==> src/rtl/dram_maint_pkg.sv <==
package dram_maint_pkg;

    typedef enum logic [1:0] {
        ST_IDLE  = 2'd0,
        ST_CLOSE = 2'd1,
        ST_ISSUE = 2'd2,
        ST_WAIT  = 2'd3
    } mnt_state_e;

    typedef enum logic [1:0] {
        MT_NONE = 2'b00,
        MT_REF  = 2'b01,
        MT_ZQ   = 2'b10
    } mnt_type_e;

    typedef struct packed {
        mnt_state_e state;
        mnt_type_e  sel;
        logic       ref_pend;
        logic       zq_pend;
    } mnt_ctl_s;

endpackage

==> src/rtl/maint_interval_timer.sv <==
module maint_interval_timer #(
    parameter int PERIOD = 7800
) (
    input  logic clk,
    input  logic rst_n,
    input  logic run,
    output logic tick
);
    localparam int W = (PERIOD > 1) ? $clog2(PERIOD) : 1;
    localparam logic [W-1:0] LAST = W'(PERIOD - 1);

    logic [W-1:0] cnt_d, cnt_q;

    assign tick = run && (cnt_q == LAST);

    always_comb begin
        cnt_d = cnt_q;
        if (!run || tick) begin
            cnt_d = '0;
        end else begin
            cnt_d = cnt_q + W'(1);
        end
    end

    always_ff @(posedge clk) begin
        if (!rst_n) begin
            cnt_q <= '0;
        end else begin
            cnt_q <= cnt_d;
        end
    end
endmodule

==> src/rtl/maint_busy_timer.sv <==
module maint_busy_timer #(
    parameter int MAXV = 350,
    localparam int W = (MAXV > 1) ? $clog2(MAXV + 1) : 1
) (
    input  logic         clk,
    input  logic         rst_n,
    input  logic         load,
    input  logic [W-1:0] load_val,
    output logic         expired
);
    logic [W-1:0] cnt_d, cnt_q;

    assign expired = (cnt_q == '0);

    always_comb begin
        cnt_d = cnt_q;
        if (load) begin
            cnt_d = load_val;
        end else if (!expired) begin
            cnt_d = cnt_q - W'(1);
        end
    end

    always_ff @(posedge clk) begin
        if (!rst_n) begin
            cnt_q <= '0;
        end else begin
            cnt_q <= cnt_d;
        end
    end
endmodule

==> src/rtl/maint_overdue_mon.sv <==
module maint_overdue_mon #(
    parameter int LIMIT = 70200
) (
    input  logic clk,
    input  logic rst_n,
    input  logic en,
    input  logic clr,
    output logic overdue
);
    localparam int W = $clog2(LIMIT + 1);
    localparam logic [W-1:0] TOP = W'(LIMIT);

    logic [W-1:0] cnt_d, cnt_q;

    assign overdue = en && (cnt_q == TOP);

    always_comb begin
        cnt_d = cnt_q;
        if (!en || clr) begin
            cnt_d = '0;
        end else if (cnt_q != TOP) begin
            cnt_d = cnt_q + W'(1);
        end
    end

    always_ff @(posedge clk) begin
        if (!rst_n) begin
            cnt_q <= '0;
        end else begin
            cnt_q <= cnt_d;
        end
    end
endmodule

==> src/rtl/dram_maint_sched.sv <==
module dram_maint_sched
    import dram_maint_pkg::*;
#(
    parameter int T_REFI   = 7800,
    parameter int T_RFC    = 350,
    parameter int T_ZQI    = 128000,
    parameter int T_ZQCS   = 128,
    parameter int OVD_INTV = 9
) (
    input  logic       clk,
    input  logic       rst_n,
    input  logic       user_mode,
    input  logic       usr_ref_req,
    input  logic       usr_zq_req,
    input  logic       close_ack,
    output logic       close_req,
    output logic       maint_busy,
    output logic       cmd_valid,
    output logic [1:0] cmd_type,
    output logic       usr_ref_done,
    output logic       usr_zq_done,
    output logic       ref_overdue
);
    localparam int BUSY_MAX = (T_RFC > T_ZQCS) ? T_RFC : T_ZQCS;
    localparam int BW       = (BUSY_MAX > 1) ? $clog2(BUSY_MAX + 1) : 1;
    localparam int OVD_LIM  = OVD_INTV * T_REFI;
    localparam logic [BW-1:0] RFC_LD  = BW'(T_RFC - 1);
    localparam logic [BW-1:0] ZQCS_LD = BW'(T_ZQCS - 1);

    mnt_ctl_s ctl_d, ctl_q;

    logic ref_tick, zq_tick;
    logic ref_set, zq_set;
    logic issuing, wait_end, busy_expired;
    logic [BW-1:0] busy_ld;

    // Interval timers run only in automatic mode
    maint_interval_timer #(.PERIOD(T_REFI)) u_ref_tmr (
        .clk   (clk),
        .rst_n (rst_n),
        .run   (!user_mode),
        .tick  (ref_tick)
    );

    maint_interval_timer #(.PERIOD(T_ZQI)) u_zq_tmr (
        .clk   (clk),
        .rst_n (rst_n),
        .run   (!user_mode),
        .tick  (zq_tick)
    );

    assign issuing  = (ctl_q.state == ST_ISSUE);
    assign busy_ld  = (ctl_q.sel == MT_REF) ? RFC_LD : ZQCS_LD;

    maint_busy_timer #(.MAXV(BUSY_MAX)) u_busy (
        .clk      (clk),
        .rst_n    (rst_n),
        .load     (issuing),
        .load_val (busy_ld),
        .expired  (busy_expired)
    );

    maint_overdue_mon #(.LIMIT(OVD_LIM)) u_ovd (
        .clk     (clk),
        .rst_n   (rst_n),
        .en      (user_mode),
        .clr     (issuing && (ctl_q.sel == MT_REF)),
        .overdue (ref_overdue)
    );

    assign ref_set  = user_mode ? usr_ref_req : ref_tick;
    assign zq_set   = user_mode ? usr_zq_req  : zq_tick;
    assign wait_end = (ctl_q.state == ST_WAIT) && busy_expired;

    always_comb begin
        ctl_d = ctl_q;
        case (ctl_q.state)
            ST_IDLE: begin
                if (ctl_q.ref_pend || ctl_q.zq_pend) begin
                    ctl_d.state = ST_CLOSE;
                end
            end
            ST_CLOSE: begin
                if (close_ack) begin
                    ctl_d.state = ST_ISSUE;
                    ctl_d.sel   = ctl_q.ref_pend ? MT_REF : MT_ZQ;
                end
            end
            ST_ISSUE: begin
                ctl_d.state = ST_WAIT;
            end
            ST_WAIT: begin
                if (busy_expired) begin
                    if (ctl_q.ref_pend || ctl_q.zq_pend) begin
                        // banks are still closed: chain the next command
                        ctl_d.state = ST_ISSUE;
                        ctl_d.sel   = ctl_q.ref_pend ? MT_REF : MT_ZQ;
                    end else begin
                        ctl_d.state = ST_IDLE;
                    end
                end
            end
            default: ctl_d.state = ST_IDLE;
        endcase
        // a new request in the issue cycle survives the clear
        ctl_d.ref_pend = (ctl_q.ref_pend && !(issuing && ctl_q.sel == MT_REF)) || ref_set;
        ctl_d.zq_pend  = (ctl_q.zq_pend  && !(issuing && ctl_q.sel == MT_ZQ))  || zq_set;
    end

    always_ff @(posedge clk) begin
        if (!rst_n) begin
            ctl_q <= '{state: ST_IDLE, sel: MT_NONE, ref_pend: 1'b0, zq_pend: 1'b0};
        end else begin
            ctl_q <= ctl_d;
        end
    end

    assign close_req    = (ctl_q.state == ST_CLOSE);
    assign maint_busy   = (ctl_q.state != ST_IDLE);
    assign cmd_valid    = issuing;
    assign cmd_type     = issuing ? ctl_q.sel : MT_NONE;
    assign usr_ref_done = wait_end && (ctl_q.sel == MT_REF);
    assign usr_zq_done  = wait_end && (ctl_q.sel == MT_ZQ);
endmodule

==> config.mk <==
export PLATFORM = sky130hd
export DESIGN_NAME = dram_maint_sched
export DESIGN_NICKNAME = d
export VERILOG_FILES = /design/src/rtl/dram_maint_pkg.sv /design/src/rtl/maint_interval_timer.sv /design/src/rtl/maint_busy_timer.sv /design/src/rtl/maint_overdue_mon.sv /design/src/rtl/dram_maint_sched.sv
export SDC_FILE = /design/constraint.sdc
export NUM_CORES = 1
export LEC_CHECK = 0
export BUFFER_PORTS_ARGS = -buffer_cell sky130_fd_sc_hd__buf_2
export CAP_MARGIN = 15
export CELL_PAD_IN_SITES_DETAIL_PLACEMENT = 1
export CELL_PAD_IN_SITES_GLOBAL_PLACEMENT = 1
export CORE_UTILIZATION = 46
export DETAILED_ROUTE_END_ITERATION = 16
export GPL_TIMING_DRIVEN = 0
export PLACE_DENSITY_LB_ADDON = 0.1
export SYNTH_ARGS = -nofsm -noshare
export SYNTH_HDL_FRONTEND = slang
export SYNTH_SLANG_ARGS = --single-unit
==> constraint.sdc <==
create_clock -name clk -period 2.3 [get_ports clk]
set_input_delay 0.115 -clock clk [delete_from_list [all_inputs] [get_ports clk]]
set_output_delay 0.115 -clock clk [all_outputs]
set_load 0.05 [all_outputs]
==> reports/results.ini <==
[synthesis]
syn_area_per_cell_sq_um = 8.60
ys_seq_area_share_pct = 42.4
synth-compound-area-share_pct = 8.43
synth.distinct_cells = 49
netlist_instances = 340
synth_top_family_by_area = simple AND/OR/NAND/NOR gates
ys_ff_latch = 62
ys.flop_type = dfxtp_1
syn_area_sq_um = 2930
ys_async_sr_fraction_pct = 0
yosys.area.top_type = dfxtp_1
synth_top_area_share_pct = 42.4
yosys-top-cells-area = dfxtp_1 42%, xnor2_1 6.6%, nor2_1 6.2%
synth_edf_count = 0
synth.area.mux_share_pct = 1.07
yosysWarnings = 0
synthSimpleGateAreaFrac_pct = 31.4
synth_nets = 351
ys_top_cells_by_count = 62 x dfxtp_1, 48 x nor2_1, 23 x nand2_1, 22 x xnor2_1, 19 x nand3_1
yosys.area_share.adder_pct = 2.14
synth-xor-area-share_pct = 11.4
synth.most_common_cell = dfxtp_1

[floorplanning]
fp.dieH_um = 81.7
rows = 28
io_pins = 14
initial_core_util_pct = 48.5
dieArea_sq_um = 6680
die_w_um = 81.7
core_area_sq_um = 6030

[setup_path]
path_class = reg2out
crit_path_frequent_cell = buf_6
critPathLaunchType = flop
crit_buf_inv = 3
crit_path_end_kind = output pin
cp_max_fo = 5
crit_family = simple AND/OR/NAND/NOR gates
arrival_ps = 2090
cp.required_ps = 2180
cpPeakStageDelay_ps = 460
critical_path.slowest_cell = or4b_4
cp_cell_sequence = inv_2 > ha_4 > or4b_4 > buf_6 > nor2_4 > nand3_2 > nor3b_2 > buf_6

[run]
drv_cap = 0

[routing]
met1_length_um = 3190
routed_wl_um = 6820
wl_met3_um = 209
wire_per_inst_um = 15.3
maxUsedRoutingLayer = met4
routed_via_density = 5.65
drtAntennaViolNets = 0
drt-initial-drc-count = 63
detail_route.first_pass.iterations = 7
drcViolationCount = 0
wl_met2_um = 3330
via_count = 2521

[timing]
tightest_slew_ps = 533
rsz0062_at_grt = no
fin_ws_ps = 93.2
clock.fmax_ghz = 0.453
period_share_pct = 95.9
fin_skew_ps = 10.9
setup_violations = 0
slew_viol_final = 0
slew_headroom_pct = 64.2
finalHoldViolCount = 0
finalHoldWorstSlack_ps = 100
fin_crit_ps = 2210

[placed_design]
place.gp.congestion = 0.773
dpl_cell_area_sq_um = 3090
io_buffers = 12
place_hpwl_um = 4690
post-place-ws_ps = 41.2

[cts]
clk_latency_ps = 350
cts_tree = built
path_clk_slew_ps = 70
cts_inserted_buffers = 9
root_buffer = clkbuf_8
clock-sinks = 62
ctsHoldBuffers = 0
htree_levels = 3
clockBufferDepth = 2

[layout]
final_util_pct = 56.2
area_growth_pct = 15.7
diodes = 0
drive_above_1_share_pct = 15.6
num-nets-final = 378
stdcell_area_sq_um = 3390

[min_path]
hp-class = in2reg

[global_route]
grt_max_degree = 11
grt_pass1_vias = 2387
grt_pass1_wl_um = 11200
grt_antenna_before_repair = 0
grt_use_total_pct = 22.5
overflow = 0

[pwr]
powerDensity_nw_per_um2 = 853
p_leak_nw = 1.13
irDropWorstVdd_mv = 0.810

[run_status]
status = completed

## area by class of cell
cell class                 instances  area (sq um)
buffer                             9          45.0
clock buffer                      12           165
clock inverter                     3          42.5
fill                             713          2640
inverter                          14          52.6
multi-input combinational        255          1640
sequential                        62          1240
tap                               75          93.8
timing repair buffer              16           101
## path summary, 6_finish.rpt
kind | startpoint | end | slack, ps | depth (start not counted)
setup reg to reg | u_busy.cnt_q[1]$_SDFFE_PN0P_ | ctl_q[3]$_SDFFE_PN0P_ | 230 | 7
hold reg to reg | u_zq_tmr.cnt_q[0]$_SDFF_PP0_ | u_zq_tmr.cnt_q[0]$_SDFF_PP0_ | 490 | 1
hold / removal | close_ack | ctl_q[4]$_SDFFE_PN0P_ | 100 | 3
setup / recovery | u_busy.cnt_q[1]$_SDFFE_PN0P_ | usr_ref_done | 90 | 8
## cell usage in the layout (no fill, tap or decap), drive strengths merged, types with 2 or more instances in the layout
cell and n:
nand2b 4, mux2i 2, inv 13, buf 19
nor2b 2, clkbuf 18, nor3 10, nor4 8
nand4 12, or2 4, o41ai 2, a21oi 12
o21a 2, ha 5, o21ai 12, and4 4
or3 9, nand3 20, a31oi 2, and3 2
nand3b 4, nor4b 4, xnor2 22, nor2 49
dfxtp 62, nor3b 2, clkinv 2, and2 4
or4 5, xor2 16, or4b 2, nand2 23
## worst reg2reg max path: stages (launching register included)
cell	delay [ps]
dfxtp_1	350
inv_2	80
ha_4	140
or4b_4	460
buf_6	150
buf_4	130
o41ai_2	470
o21ai_0	160
## through the flow
| step | power, mW | std cells | setup TNS [ps] |
|---|---|---|---|
| floorplan | 1.62 | 340 | -67.9 |
| global placement | 1.72 | 427 | 0 |
| CTS | 2.80 | 443 | 0 |
| global route | 3.03 | 446 | 0 |
| detailed placement | 1.75 | 427 | 0 |
| finish | 2.89 | 446 | 0 |
## sequential cells by signal, summed over array words and instances, names as in the netlist
register / count
u_ref_tmr.cnt_q: 13
ctl_q: 6
u_zq_tmr.cnt_q: 17
u_ovd.cnt_q: 17
u_busy.cnt_q: 9
## repair_timing
action                     4_1_cts  5_1_grt
resized for setup               11        7
buffers inserted                 1        3
cloned                           0        0
setup endpoints to repair        3        3
pin swaps                        3        1
## cells by family after synthesis
| logic type | Yosys count |
|---|---|
| and+or+nand+nor | 171 |
| DFF | 62 |
| AOI/OAI and AO/OA | 38 |
| xor gates and xnor gates | 38 |
| buffers and inverters | 23 |
| adders and majority gates | 5 |
| muxes | 3 |
## where the power goes
group          total, mW  internal [mW]  leakage (nW)  switching (mW)
sequential          1.24           1.15         0.504          0.0864
combinational      0.643          0.301         0.523           0.342
clock               1.01          0.581         0.104           0.427
## layer usage
layer | vias up | track usage (%)
met2 | 36 | 37.8
met4 | 0 | 8.42
met1 | 1227 | 27.4
met5 | - | 0
li1 | 1248 | -
met3 | 10 | 6.00
No activity file was read; power rests on OpenSTA's default activity.
